`config.mk`:
```
export PLATFORM = sky130hd
export DESIGN_NAME = fpstat_ctrl
export DESIGN_NICKNAME = d
export VERILOG_FILES = /design/src/rtl/fpstat_pkg.sv /design/src/rtl/fpstat_prio.sv /design/src/rtl/fpstat_trap.sv /design/src/rtl/fpstat_regs.sv /design/src/rtl/fpstat_ctrl.sv
export SDC_FILE = /design/constraint.sdc
export NUM_CORES = 1
export LEC_CHECK = 0
export ABC_AREA = 1
export CAP_MARGIN = 20
export CORE_MARGIN = 2
export CORE_UTILIZATION = 30
export DETAILED_ROUTE_END_ITERATION = 8
export PLACE_DENSITY = 0.75
export SYNTH_ARGS = -nofsm -noshare
export SYNTH_HDL_FRONTEND = slang
export SYNTH_SLANG_ARGS = --single-unit
```
`constraint.sdc`:
```
create_clock -name clk -period 1.2 [get_ports clk]
set_input_delay 0.24 -clock clk [delete_from_list [all_inputs] [get_ports clk]]
set_output_delay 0.24 -clock clk [all_outputs]
set_load 0.1 [all_outputs]
```
`src/rtl/fpstat_pkg.sv`:
```
package fpstat_pkg;
  // field positions inside the status word
  localparam int TT_W    = 3;
  localparam int TT_LSB  = 0;
  localparam int UEN_BIT = 3;
  localparam int UF_BIT  = 4;
  localparam int IEN_BIT = 5;
  localparam int IF_BIT  = 6;
  localparam int RM_LSB  = 7;
  localparam int RM_W    = 2;
  localparam int SWF_LSB = 9;

  // raw exception vector layout
  localparam int NEXC    = 6;
  localparam int EXC_UNF = 0;
  localparam int EXC_OVF = 1;
  localparam int EXC_DZ  = 2;
  localparam int EXC_ILL = 3;
  localparam int EXC_INV = 4;
  localparam int EXC_INX = 5;

  typedef enum logic [TT_W-1:0] {
    TT_NONE = 3'b000,
    TT_UNF  = 3'b001,
    TT_OVF  = 3'b010,
    TT_DZ   = 3'b011,
    TT_ILL  = 3'b100,
    TT_INV  = 3'b101,
    TT_INX  = 3'b110
  } tt_code_e;
endpackage

```
`src/rtl/fpstat_prio.sv`:
```
module fpstat_prio
  import fpstat_pkg::*;
(
  input  logic [NEXC-1:0] exc_i,
  output tt_code_e        tt_o,
  output logic            hard_o,
  output logic            inx_alone_o
);
  logic any_other;

  always_comb begin
    hard_o      = exc_i[EXC_OVF] | exc_i[EXC_DZ] | exc_i[EXC_ILL] | exc_i[EXC_INV];
    any_other   = hard_o | exc_i[EXC_UNF];
    inx_alone_o = exc_i[EXC_INX] & ~any_other;
    if (exc_i[EXC_ILL])      tt_o = TT_ILL;
    else if (exc_i[EXC_INV]) tt_o = TT_INV;
    else if (exc_i[EXC_DZ])  tt_o = TT_DZ;
    else if (exc_i[EXC_OVF]) tt_o = TT_OVF;
    else if (exc_i[EXC_UNF]) tt_o = TT_UNF;
    else if (exc_i[EXC_INX]) tt_o = TT_INX;
    else                     tt_o = TT_NONE;
  end
endmodule

```
`src/rtl/fpstat_trap.sv`:
```
module fpstat_trap
  import fpstat_pkg::*;
(
  input  logic            clk,
  input  logic            rst,
  input  logic            done_i,
  input  logic [NEXC-1:0] exc_i,
  input  logic            hard_i,
  input  logic            inx_alone_i,
  input  logic            uen_i,
  input  logic            ien_i,
  output logic            trap_o,
  output logic            ftz_o
);
  logic trap_d;
  logic ftz_d;

  always_comb begin
    trap_d = done_i & (hard_i | (exc_i[EXC_UNF] & uen_i) | (inx_alone_i & ien_i));
    ftz_d  = done_i & exc_i[EXC_UNF] & ~uen_i;
  end

  always_ff @(posedge clk) begin
    if (rst) begin
      trap_o <= 1'b0;
      ftz_o  <= 1'b0;
    end else begin
      trap_o <= trap_d;
      ftz_o  <= ftz_d;
    end
  end
endmodule

```
`src/rtl/fpstat_regs.sv`:
```
module fpstat_regs
  import fpstat_pkg::*;
#(
  parameter int REG_W = 17
) (
  input  logic             clk,
  input  logic             rst,
  input  logic             ld_i,
  input  logic [REG_W-1:0] ld_data_i,
  input  logic             done_i,
  input  tt_code_e         tt_i,
  input  logic             set_uf_i,
  input  logic             set_if_i,
  input  logic             wr_fpreg_i,
  output logic [REG_W-1:0] word_o
);
  localparam int RMB_BIT = REG_W - 1;

  always_ff @(posedge clk) begin
    if (rst) begin
      word_o <= '0;
    end else if (ld_i) begin
      word_o <= ld_data_i;
    end else begin
      if (done_i) begin
        word_o[TT_LSB +: TT_W] <= tt_i;
        if (set_uf_i) word_o[UF_BIT] <= 1'b1;
        if (set_if_i) word_o[IF_BIT] <= 1'b1;
      end
      if (wr_fpreg_i) word_o[RMB_BIT] <= 1'b1;
    end
  end
endmodule

```
`src/rtl/fpstat_ctrl.sv`:
```
module fpstat_ctrl
  import fpstat_pkg::*;
#(
  parameter  int SWF_W = 7,
  localparam int REG_W = SWF_LSB + SWF_W + 1
) (
  input  logic             clk,
  input  logic             rst,
  input  logic             done_i,
  input  logic [NEXC-1:0]  exc_i,
  input  logic             wr_fpreg_i,
  input  logic             ld_i,
  input  logic [REG_W-1:0] ld_data_i,
  output logic [REG_W-1:0] rd_data_o,
  output logic [RM_W-1:0]  rmode_o,
  output logic             ftz_o,
  output logic             trap_o
);
  tt_code_e tt_sel;
  logic     hard;
  logic     inx_alone;

  fpstat_prio u_prio (
    .exc_i       (exc_i),
    .tt_o        (tt_sel),
    .hard_o      (hard),
    .inx_alone_o (inx_alone)
  );

  fpstat_regs #(.REG_W(REG_W)) u_regs (
    .clk        (clk),
    .rst        (rst),
    .ld_i       (ld_i),
    .ld_data_i  (ld_data_i),
    .done_i     (done_i),
    .tt_i       (tt_sel),
    .set_uf_i   (exc_i[EXC_UNF]),
    .set_if_i   (inx_alone),
    .wr_fpreg_i (wr_fpreg_i),
    .word_o     (rd_data_o)
  );

  fpstat_trap u_trap (
    .clk         (clk),
    .rst         (rst),
    .done_i      (done_i),
    .exc_i       (exc_i),
    .hard_i      (hard),
    .inx_alone_i (inx_alone),
    .uen_i       (rd_data_o[UEN_BIT]),
    .ien_i       (rd_data_o[IEN_BIT]),
    .trap_o      (trap_o),
    .ftz_o       (ftz_o)
  );

  assign rmode_o = rd_data_o[RM_LSB +: RM_W];
endmodule

```
**Word level (Yosys, flattened, before mapping)**

Index checks and enable logic that the tools add are counted.

- Register bits: 19
- Word-level logic and storage cells: 43

- Multiplexer cells: 16
- Bitwise logic cells: 14
- Reductions and logical operators: 6

Operators by type and width:

| kind | count |
|---|---|
| 3-bit 2-to-1 mux | 8 |
| 1-bit 2-to-1 mux | 8 |
| 2-bit nonzero test | 4 |
| 1-bit AND | 6 |
| 1-bit OR | 6 |
| 2-bit AND reduction | 2 |
| 1-bit inverter | 2 |

**Logic depth before layout (Yosys ltp)**

- Depth in word-level cells: 9
- Mapped depth: 7
- Depth with buffers taken out: 6

**Modules after synthesis**

A second synthesis with hierarchy kept.

- Cell total of the unflattened synthesis: 117
- Area, all modules: 879.6 um^2

By module, submodules not included:

| module | instances | cells each | area an instance (um^2) |
|---|---|---|---|
| fpstat_regs | 1 | 87 | 689.4 |
| fpstat_prio | 1 | 16 | 93.8 |
| fpstat_trap | 1 | 12 | 81.3 |
| fpstat_ctrl | 1 | 2 | 15.0 |

**Worst setup path after synthesis**

OpenSTA, ideal clock, no wires.

- Kind: register to output
- Start: register u_regs.word_o[7]
- End: output port rmode_o[0]
- Arrival time: 1.375 ns
- Data required time: 0.960 ns
- Path slack: -0.415 ns
- Stages on the path, launching flop included: 2
- Path buffers: 1
- Cells stage by stage: dfxtp_1 -> buf_4

RTL lines:

| what | RTL line | source |
|---|---|---|
| from (decl) | fpstat_regs.sv:15 | `output logic [REG_W-1:0] word_o` |
| from (signal assigned) | fpstat_regs.sv:23 | `word_o <= ld_data_i;` |
| from (signal, indexed assignment) | fpstat_regs.sv:26 | `word_o[TT_LSB +: TT_W] <= tt_i;` |
| to (decl) | fpstat_ctrl.sv:15 | `output logic [RM_W-1:0] rmode_o,` |

No word-level cell between the ends.

**Worst setup path in the final report**

- Start: register u_regs.word_o[5]
- End: output port rd_data_o[5]

RTL lines:

| what | RTL line | source |
|---|---|---|
| to (decl) | fpstat_ctrl.sv:14 | `output logic [REG_W-1:0] rd_data_o,` |

No word-level cell between the ends.

==> flow_metrics.py <==
metrics = {
    "status": {
        "status": "completed",
    },
    "cts": {
        "cts_tree": "yes",
        "post_cts_buffers": 0,
        "cts_buffer_depth": 2,
        "h-tree-depth": 1,
        "clk_pin_slew_worst_paths_ns": 0.09,
        "cts-root-buf": "clkbuf_4",
        "clock-sinks": 19,
        "cts-buffers-inserted": 3,
        "clock_latency_ns": 0.28,
    },
    "yosys": {
        "ys_seq_elements": 19,
        "syn-instance-count": 117,
        "avgSynthCellArea_um2": 7.29,
        "syn_nets": 145,
        "ys_types": 19,
        "ys_warn_count": 0,
        "syn_area_um2": 853,
        "ys_seq_area_frac": 0.446,
    },
    "drt": {
        "wl_per_cell_um": 10.7,
        "first_pass_iters": 4,
        "vias": 894,
        "drtAntennaViolNets": 0,
        "wl_um": 2130,
        "drc_errors": 0,
        "drtIter0Drc": 8,
        "via_per_inst": 4.47,
    },
    "critical_path": {
        "critPathSlowestCell": "dfxtp_1",
        "r2r_cells": 4,
        "reg2reg_from": "u_regs.word_o[3]",
        "crit_path_end_kind": "primary output",
        "rr_endpoint": "u_trap.trap_o",
        "startpoint": "u_regs.word_o[5]",
        "critPathMaxFanout": 3,
        "path_cells": "buf_12",
        "arrival_ns": 0.89,
        "path_class": "flip-flop to primary output",
        "critPathMaxStageDelay_ns": 0.41,
        "start_kind": "flip-flop",
        "ff2ff_setup_slack_ns": 0.46,
        "cp_num_buf_inv": 1,
        "path_delay_family": "flip-flops",
        "crit_required_ns": 0.96,
    },
    "finish": {
        "drive_gt1_frac": 0.320,
        "regArea_um2": 398,
        "syn2layout_area_growth_pct": 92.7,
        "mostFrequentLayoutCell": "nor2_1",
        "multiInputGateArea_um2": 353,
        "fill_cells": 234,
        "final_core_util": 0.601,
        "n_antenna_cell": 0,
        "final_cell_mix": "nor2_1 (34), clkdlybuf4s50_1 (27), buf_12 (23), nand2_1 (14), dfxtp_2 (11)",
        "final_cells": 200,
        "layout.nets": 198,
    },
    "min_path": {
        "hold_path.class": "flip-flop to flip-flop",
        "holdPathStages": 1,
        "holdPathEnd": "u_trap.ftz_o",
        "hold_start": "u_regs.word_o[3]",
    },
    "pwr": {
        "power.total_mw": 1.81,
        "p_per_area_nw_per_um2": 1100,
        "vdd_ir_drop_max_mv": 0.721,
        "leakage_nw": 0.715,
    },
    "grt": {
        "grt-ovfl-total": 0,
        "antenna_found_initial": 0,
        "grt_use_total": 0.139,
        "grt_max_degree": 16,
        "grt_pass1_wl_um": 3610,
        "grt_pass1_vias": 853,
    },
    "floorplanning": {
        "io_pins": 49,
        "start_util": 0.312,
        "fp-row-count": 19,
        "dieWidth_um": 57.3,
        "coreArea_um2": 2730,
        "die_y_um": 57.3,
        "die_area_um2": 3290,
    },
    "placed_design": {
        "gp_congestion": 0.799,
        "hpwl_um": 1860,
        "place_inst": 196,
        "port_buffers": 48,
    },
    "sta": {
        "slew_headroom": 0.840,
        "tightestPinTransition_ns": 0.239,
        "post-route-period-util": 0.941,
        "slew_violations": 0,
        "rsz0062_at_grt": "false",
        "finalClockSkew_ns": 0.0000262,
        "fin_crit_ns": 1.13,
        "hold_violations": 0,
        "report.final.setup_viol": 0,
        "max_freq_mhz": 885,
    },
    "job": {
        "drv_cap": 0,
    },
}
## stage by stage
| stage | cell area (µm²) | TNS [ns] | hold WS, ns | worst slack [ns] |
|---|---|---|---|---|
| after floorplan | 870 | -0.0727 | 0.295 | -0.0727 |
| after global placement | 1620 | -1.96 | 0.504 | -0.152 |
| after detailed placement | 1620 | -2.29 | 0.508 | -0.193 |
| after CTS | 1640 | 0 | 0.523 | 0.0189 |
| after global routing | 1640 | 0 | 0.503 | 0.0205 |
| final | 1640 | 0 | 0.484 | 0.0703 |
## area by class of cell
| type | instances | share of cell area |
|---|---|---|
| Clock buffer | 4 | 0.0160 |
| Sequential cell | 19 | 0.242 |
| Inverter | 12 | 0.0320 |
| Tap cell | 31 | 0.0236 |
| Multi-Input combinational cell | 78 | 0.215 |
| Timing Repair Buffer | 56 | 0.472 |
## cell families after synthesis
kind of cell / Yosys count / synth area share
AO/OA/AOI/OAI: 22 / 0.136
flip-flops: 19 / 0.446
buffers and inverters: 20 / 0.141
AND/OR/NAND/NOR: 56 / 0.277
## worst max path at each step
stage | to | slack (ns) | cells after the start
after floorplan | rmode_o[0] | -0.07 | 1
after global placement | u_regs.word_o[2] | -0.15 | 8
after detailed placement | u_regs.word_o[2] | -0.19 | 8
after CTS | rd_data_o[3] | 0.02 | 1
after global routing | rd_data_o[5] | 0.02 | 1
final | rd_data_o[5] | 0.07 | 1
## flip-flops by register name (all words and copies together), names as in the netlist
signal	count
u_trap.ftz_o	1
u_trap.trap_o	1
u_regs.word_o	17
## power by group
group | switching (mW) | leakage, nW | internal, mW
registers | 0.0501 | 0.162 | 0.679
clock network | 0.173 | 0.0150 | 0.129
logic | 0.462 | 0.539 | 0.318
## timing repair
action / CTS / global route
endpoints found under the setup margin: 0 / 1
endpoints found under the hold margin: 0 / 0
hold buffers: 0 / 0
resized for setup: 0 / 1
## metal layers
| layer | track usage | part of all wire | vias up |
|---|---|---|---|
| met3 | 0.0272 | 0.074 | 2 |
| met5 | 0 | 0 | - |
| li1 | - | - | 467 |
| met1 | 0.157 | 0.43 | 391 |
| met4 | 0.0498 | 0.0047 | 0 |
| met2 | 0.258 | 0.50 | 34 |
## Yosys cell counts
library cell / count / share of area
nand2_4: 1 / 0.013
a21oi_1: 5 / 0.029
a21boi_1: 1 / 0.0088
nor2_2: 2 / 0.015
nand2_1: 14 / 0.062
nand3_1: 1 / 0.0059
o21ai_0: 7 / 0.041
inv_8: 1 / 0.013
inv_1: 8 / 0.035
nor2_1: 34 / 0.15
dfxtp_1: 19 / 0.45
nand2_2: 1 / 0.0073
nor3_1: 2 / 0.012
buf_6: 2 / 0.026
o21ai_1: 8 / 0.047
a21oi_2: 1 / 0.010
buf_4: 6 / 0.053
nor2_4: 1 / 0.013
inv_2: 3 / 0.013
Power figures use the tool's default switching activity.
